--- config.mk ---
export PLATFORM = sky130hd
export DESIGN_NAME = branch_hist_pred
export DESIGN_NICKNAME = d
export VERILOG_FILES = /design/src/rtl/bhp_pkg.sv /design/src/rtl/bhp_index.sv /design/src/rtl/bhp_next_state.sv /design/src/rtl/bhp_table.sv /design/src/rtl/branch_hist_pred.sv
export SDC_FILE = /design/constraint.sdc
export NUM_CORES = 2
export LEC_CHECK = 0
export BUFFER_PORTS_ARGS = -buffer_cell sky130_fd_sc_hd__buf_2
export CAP_MARGIN = 10
export CORE_UTILIZATION = 25
export DETAILED_ROUTE_END_ITERATION = 10
export PLACE_DENSITY_LB_ADDON = 0.1
export RECOVER_POWER = 25
export SETUP_SLACK_MARGIN = 0.15
export SLEW_MARGIN = 20
export SYNTH_ARGS = -nofsm -noshare
export SYNTH_HDL_FRONTEND = slang
export SYNTH_SLANG_ARGS = --single-unit
--- constraint.sdc ---
create_clock -name clk -period 11.2 [get_ports clk]
set_clock_uncertainty 0.2 [all_clocks]
set_input_delay 1.12 -clock clk [delete_from_list [all_inputs] [get_ports clk]]
set_output_delay 1.12 -clock clk [all_outputs]
set_load 0.1 [all_outputs]
--- src/rtl/bhp_pkg.sv ---
package bhp_pkg;

    // Entry state; bit 1 is the predicted direction.
    typedef enum logic [1:0] {
        CTR_STRONG_NT = 2'b00,
        CTR_WEAK_NT   = 2'b01,
        CTR_WEAK_T    = 2'b10,
        CTR_STRONG_T  = 2'b11
    } ctr_state_e;

    // Entry behaviour selected at elaboration.
    typedef enum logic {
        MODE_LAST = 1'b0,
        MODE_HYST = 1'b1
    } pred_mode_e;

endpackage

--- src/rtl/bhp_index.sv ---
module bhp_index #(
    parameter int PC_W     = 32,
    parameter int IDX_BITS = 10
) (
    input  logic [PC_W-1:0]     pc,
    output logic [IDX_BITS-1:0] idx
);

    localparam int LSB = 2;            // word-aligned instructions
    localparam int MSB = IDX_BITS + LSB - 1;

    assign idx = pc[MSB:LSB];

    logic unused_low;
    assign unused_low = ^pc[LSB-1:0];

    generate
        if (PC_W > MSB + 1) begin : g_high
            logic unused_high;
            assign unused_high = ^pc[PC_W-1:MSB+1];
        end
    endgenerate

endmodule

--- src/rtl/bhp_next_state.sv ---
module bhp_next_state
    import bhp_pkg::*;
#(
    parameter pred_mode_e MODE = MODE_HYST
) (
    input  ctr_state_e cur,
    input  logic       taken,
    output ctr_state_e nxt
);

    generate
        if (MODE == MODE_HYST) begin : g_hyst
            always_comb begin
                unique case (cur)
                    CTR_STRONG_NT: nxt = taken ? CTR_WEAK_NT  : CTR_STRONG_NT;
                    CTR_WEAK_NT:   nxt = taken ? CTR_WEAK_T   : CTR_STRONG_NT;
                    CTR_WEAK_T:    nxt = taken ? CTR_STRONG_T : CTR_WEAK_NT;
                    CTR_STRONG_T:  nxt = taken ? CTR_STRONG_T : CTR_WEAK_T;
                    default:       nxt = CTR_STRONG_NT;
                endcase
            end
        end else begin : g_last
            ctr_state_e unused_cur;
            assign unused_cur = cur;
            always_comb begin
                nxt = taken ? CTR_STRONG_T : CTR_STRONG_NT;
            end
        end
    endgenerate

endmodule

--- src/rtl/bhp_table.sv ---
module bhp_table
    import bhp_pkg::*;
#(
    parameter int IDX_BITS = 10
) (
    input  logic                clk,
    input  logic                rst,
    input  logic [IDX_BITS-1:0] rd_a_idx,
    output ctr_state_e          rd_a_state,
    input  logic [IDX_BITS-1:0] rd_b_idx,
    output ctr_state_e          rd_b_state,
    input  logic                wr_en,
    input  logic [IDX_BITS-1:0] wr_idx,
    input  ctr_state_e          wr_state
);

    localparam int DEPTH = 1 << IDX_BITS;

    ctr_state_e mem [DEPTH];

    // State register: reset wins over a write in the same cycle.
    always_ff @(posedge clk) begin
        if (rst) begin
            for (int i = 0; i < DEPTH; i++) begin
                mem[i] <= CTR_STRONG_NT;
            end
        end else if (wr_en) begin
            mem[wr_idx] <= wr_state;
        end
    end

    // Reads see the stored value, i.e. the pre-update state.
    always_comb begin
        rd_a_state = mem[rd_a_idx];
        rd_b_state = mem[rd_b_idx];
    end

endmodule

--- src/rtl/branch_hist_pred.sv ---
module branch_hist_pred
    import bhp_pkg::*;
#(
    parameter int         PC_W     = 32,
    parameter int         IDX_BITS = 10,
    parameter pred_mode_e MODE     = MODE_HYST
) (
    input  logic            clk,
    input  logic            rst,
    input  logic [PC_W-1:0] lk_pc,
    output logic            lk_taken,
    input  logic            up_valid,
    input  logic [PC_W-1:0] up_pc,
    input  logic            up_taken
);

    logic [IDX_BITS-1:0] lk_idx;
    logic [IDX_BITS-1:0] up_idx;
    ctr_state_e          lk_state;
    ctr_state_e          up_state;
    ctr_state_e          up_next;

    bhp_index #(.PC_W(PC_W), .IDX_BITS(IDX_BITS)) lk_index_i (
        .pc  (lk_pc),
        .idx (lk_idx)
    );

    bhp_index #(.PC_W(PC_W), .IDX_BITS(IDX_BITS)) up_index_i (
        .pc  (up_pc),
        .idx (up_idx)
    );

    bhp_table #(.IDX_BITS(IDX_BITS)) table_i (
        .clk        (clk),
        .rst        (rst),
        .rd_a_idx   (lk_idx),
        .rd_a_state (lk_state),
        .rd_b_idx   (up_idx),
        .rd_b_state (up_state),
        .wr_en      (up_valid),
        .wr_idx     (up_idx),
        .wr_state   (up_next)
    );

    bhp_next_state #(.MODE(MODE)) next_i (
        .cur   (up_state),
        .taken (up_taken),
        .nxt   (up_next)
    );

    // Output process: direction decoded from the looked-up state.
    always_comb begin
        unique case (lk_state)
            CTR_STRONG_NT, CTR_WEAK_NT: lk_taken = 1'b0;
            CTR_WEAK_T, CTR_STRONG_T:   lk_taken = 1'b1;
            default:                    lk_taken = 1'b0;
        endcase
    end

endmodule

* Word-level counts from Yosys, hierarchy flattened
Memory sizes are Yosys's and may differ from the RTL's.
Cells that the tools add are included.
** Word-level totals
- Register bits after elaboration :: 0
- Latch bits :: 0
- RAM bits :: 2048
- Bits in read-only memories :: 0
- Input bits :: 68
- Word-level logic and storage cells :: 26
- Memories :: 1
** Operators by class
- Add/sub/neg operators :: 0
- Multipliers :: 0
- Divide/modulo/power cells :: 0
- Magnitude comparators :: 0
- Eq/ne operators :: 6
- Shifts and indexed selects :: 0
- Mux-type cells :: 14
- Bitwise logic cells :: 0
- Reductions and logical operators :: 5
** Memory list
- table_i.mem :: depth 1024, width 2, rd ports 2, clocked after Yosys merged registers in 0, wr ports 1024, line bhp_table.sv:19 : ctr_state_e mem [DEPTH];
** Operators with widths (count)
- 10-bit two-way mux :: 1
- 2-bit equality test, second input constant :: 4
- 1-bit two-way mux :: 8
- 2-bit case mux with 4 select lines :: 1
- 2-bit two-way mux :: 3
- 2-bit OR reduction :: 3
- 2-bit by 1-bit equality test with 1-bit output, second input constant :: 2
- 2-bit zero test :: 2
- 1-bit case mux with 2 select lines :: 1

* Longest topological paths before layout
- Depth after elaboration :: 5
- Mapped depth :: 19
- Depth with buffers taken out :: 10

* Modules after synthesis
From an unflattened synthesis, not the netlist that was laid out.
** Unflattened totals
- Cell total of the unflattened synthesis :: 8998
- Area, all modules :: 114999.0 sq um
** Modules (own cells, without submodules)
- bhp_table :: instances 1, cells an instance 8974, area an instance 114818.9 sq um, sequential area each 61499.0 sq um
- bhp_index :: instances 2, cells an instance 10, area an instance 75.1 sq um, sequential area each 0.0 sq um
- bhp_next_state :: instances 1, cells an instance 3, area an instance 26.3 sq um, sequential area each 0.0 sq um
- branch_hist_pred :: instances 1, cells an instance 1, area an instance 3.8 sq um, sequential area each 0.0 sq um

* Least setup slack after synthesis
No wires, ideal clock.
- Path type :: input -> output
- From :: input lk_pc[2]
- To :: output lk_taken
- Arrival :: 4960 ps
- Data required time :: 9880 ps
- Slack :: 4920 ps
- Cell stages on the path :: 11
- Path through :: clkbuf_1 > clkbuf_1 > buf_1 > buf_1 > mux4_2 > mux4_2 > a22oi_1 > a21oi_1 > nor3_1 > o211a_1 > nor2_1
** On the way
- Longest elaborated chain between the ends :: 4
** Ends and longest elaborated chain
- start, declared :: line branch_hist_pred.sv:10 : input logic [PC_W-1:0] lk_pc,
- memory 1024 x 2 bit *
- 2-bit equality test (tied with other cells) :: line branch_hist_pred.sv:53 : unique case (lk_state)
- 2-bit OR reduction :: line branch_hist_pred.sv:53
- 1-bit case mux with 2 select lines * :: line branch_hist_pred.sv:53
- end, declared :: line branch_hist_pred.sv:11 : output logic lk_taken,
Mark *: on every way between the ends. The rest lies on a longest branch, timed or not.

==> results by group <==
Synthesis
  – Synth Cell Area: 0.110 mm^2
  – Netlist cell types: 58
  – Number of flops mapped to enable cells by yosys: 2048
  – Ys Warns: 0
  – Largest cells by area after synthesis: edfxtp_1 56%, mux4_2 8.4%, mux2i_1 7.8%
  – Syn_nets: 8901
  – FF+latch count, synth: 2048
  – Register area share after synthesis: 56.0%
  – Asr flop ratio synth: 0%
  – Post-synth top area share: 56.0%
  – Mean Syn Cell Area: 12.4 um^2
  – Cell taking the most area after synthesis: edfxtp_1
  – Post-synth top flop: edfxtp_1
  – Post-Syn Instances: 8833

Clock tree
  – Cts bufs inserted: 268
  – Clk sinks: 2048
  – Postcts setup bufs: 0
  – Max clock buf depth: 4
  – # hold bufs at CTS: 0
  – CTS resizes: 0
  – H-tree depth: 5
  – Clock-pin slew on the worst setup and hold paths: 60 ps
  – Worst-Skew Late Latency: 930 ps
  – Root Buffer: clkbuf_16
  – CTS tree: done

Finish
  – Seq. cell area: 0.0615 mm^2
  – Area of the multi-input gates: 0.0436 mm^2
  – Fin nets: 8392
  – Max reg flops: 2048
  – Final cell count without fillers: 14286
  – Top Registers: table_i.mem x2048
  – Most common cell after layout, fill and taps aside: edfxtp_1
  – Top reg by flops: table_i.mem
  – Fillers: 44591
  – Most frequent cells in the layout: 2048 x edfxtp_1, 1022 x nor3_1, 851 x mux2i_1, 817 x nor2_1, 595 x o21bai_1
  – Share of cells above drive strength 1: 17.1%
  – Area grow syn2layout: 12.4%

Die
  – Die Ht: 665 um
  – Core area: 0.438 mm^2
  – I/O pin cnt: 69
  – Cell Rows: 243
  – Initial core utilization: 25.1%
  – Die W: 665 um
  – Die area: 0.442 mm^2

Timing
  – Minimum clock period: 9450 ps
  – Max_slew headroom: -151%
  – PnR worst setup slack: 1750 ps
  – Hold slack: 546 ps
  – Worst-Margin Slew: 3760 ps
  – Slew Viols, Final: 896
  – Setup TNS: 0 ps
  – Fmax: 0.106 GHz
  – Final setup violation count: 0
  – Fin. Hold Viols: 0
  – RSZ-0062 raised after global routing: no
  – Tcrit/Tclk final: 84.4%

Setup path
  – Path type of the worst setup path: primary input to register
  – Critical Path End Type: register
  – Crit path DAT: 9950 ps
  – Reg-to-Reg End: table_i.mem[963][0]$_SDFFCE_PN0P_
  – CP startpoint kind: primary input
  – CP Max Fanout: 48
  – Worst Setup EP: table_i.mem[963][0]$_SDFFCE_PN0P_
  – Crit path required time: 11690 ps
  – R2R depth: 12
  – Start of the worst register-to-register path: table_i.mem[247][1]$_SDFFCE_PN0P_
  – CP startpoint: up_pc[4]
  – Register-to-register setup slack: 5010 ps

Route
  – DRC viols: 0
  – Via count: 77413
  – Routed WL per cell: 34.1 um
  – DR iter-0 viols: 7908
  – TritonRoute pass-1 iters: 6
  – Final wirelength: 487000 um
  – Vias/cell: 5.42
  – Antenna viol nets, final: 0

Place
  – Placement Setup Slack: 2450 ps
  – Placed insts: 13811
  – Post-DP HPWL: 290000 um
  – Port buffer count: 24
  – GP Congestion: 0.812

Global routing
  – Largest net degree at the start of global routing: 110
  – Vias in the first global route: 76979
  – Grt total ovfl: 0
  – Initial antenna violation count: 54
  – Global-route wire length before repair: 664000 um
  – Global-route usage over all layers: 21.4%

Pwr
  – Pwr dens: 159 mW/mm^2
  – Peak VDD IR: 0.104 mV
  – Static Leak: 39.7 nW

Status
  – Status: finished, violations left
  – Failing checks: max-capacitance violations, max-slew violations

Flow run
  – Number of max-cap violations: 43

Worst hold path
  – HP Class: primary input to register
## cell usage after synthesis (6+ instances only)
master / count
nor2_1: 837
nand2b_1: 383
buf_1: 62
o22a_1: 24
mux2i_1: 851
nand4_1: 15
a31oi_1: 10
a21o_1: 52
a22oi_1: 51
buf_2: 202
o2111ai_1: 25
o22ai_1: 370
mux4_2: 409
nor3_1: 1025
o21bai_1: 595
a21oi_1: 17
nor4_1: 76
a22o_1: 10
nor3_2: 320
nor2b_1: 7
edfxtp_1: 2048
a221oi_1: 10
clkbuf_1: 715
buf_6: 90
and2_1: 6
nand3_1: 46
nand2_1: 443
buf_4: 38
o21ai_0: 32
nand4bb_1: 6
## area by class of cell
cell class | instances | area share (%)
Sequential cell | 2048 | 49.8
Clock buffer | 342 | 5.83
Tap cell | 5757 | 5.83
Multi-Input combinational cell | 5677 | 35.3
Inverter | 1 | 0.00304
Antenna cell | 8 | 0.0162
Timing Repair Buffer | 328 | 2.42
Clock inverter | 125 | 0.811
## critical path: stages
cell      delay (ps)
clkbuf_1        1350
buf_4            590
nand2_1          240
nor2_4           350
clkbuf_1        1810
a22oi_1          340
a41oi_1          990
nor3_1           200
nor2_1           530
nor4_1           300
or4_4            690
o21a_4           430
buf_12           340
buf_12           250
nor3_1           150
## layer usage
layer  vias up  global-route usage (%)  part of all wire [%]
met1     41383                    29.6                    44
met2      2793                    35.0                    47
met5         -                       0                0.0016
met3       608                    2.73                   5.9
met4         2                    6.15                   3.1
li1      32627                       -                     -
## worst min-delay path by stage
stage / end / slack (ps) / start / cells after the start
2_1_floorplan: table_i.mem[372][0]$_SDFFCE_PN0P_ / 840 / table_i.mem[896][0]$_SDFFCE_PN0P_ / 6
3_3_place_gp: table_i.mem[380][0]$_SDFFCE_PN0P_ / 1260 / table_i.mem[317][0]$_SDFFCE_PN0P_ / 8
3_5_place_dp: table_i.mem[380][0]$_SDFFCE_PN0P_ / 1250 / table_i.mem[317][0]$_SDFFCE_PN0P_ / 8
4_1_cts: table_i.mem[381][0]$_SDFFCE_PN0P_ / 470 / up_valid / 2
5_1_grt: table_i.mem[372][0]$_SDFFCE_PN0P_ / 530 / up_valid / 2
6_report: table_i.mem[381][0]$_SDFFCE_PN0P_ / 550 / up_valid / 2
## logic make-up (layout without fill, tap and decap cells)
kind of cell | Yosys count | count (layout) | share of synthesized area [%]
mux | 1263 | 1263 | 16.2
simple gates | 3195 | 3195 | 15.2
other cells | 0 | 8 | 0
fa+ha+maj | 1 | 1 | 0.00911
buf+inv | 1108 | 796 | 4.76
compound gates | 1218 | 1218 | 7.87
flops | 2048 | 2048 | 56.0
## report_power, final
part | switching (mW) | leakage, nW | internal (mW)
registers | 0.114 | 21.1 | 8.67
logic | 1.80 | 14.6 | 0.681
clock network | 3.57 | 4.01 | 4.85
## metrics by stage
stage               utilization [%]  cell area, um^2  power, mW
floorplan                         -           110000       10.5
global placement               26.4           116000       11.4
detailed placement             26.4           116000       11.4
CTS                            28.3           124000       19.9
global route                   28.2           124000       20.2
finish                         28.2           124000       19.7
No activity file was read; power rests on OpenSTA's default activity.
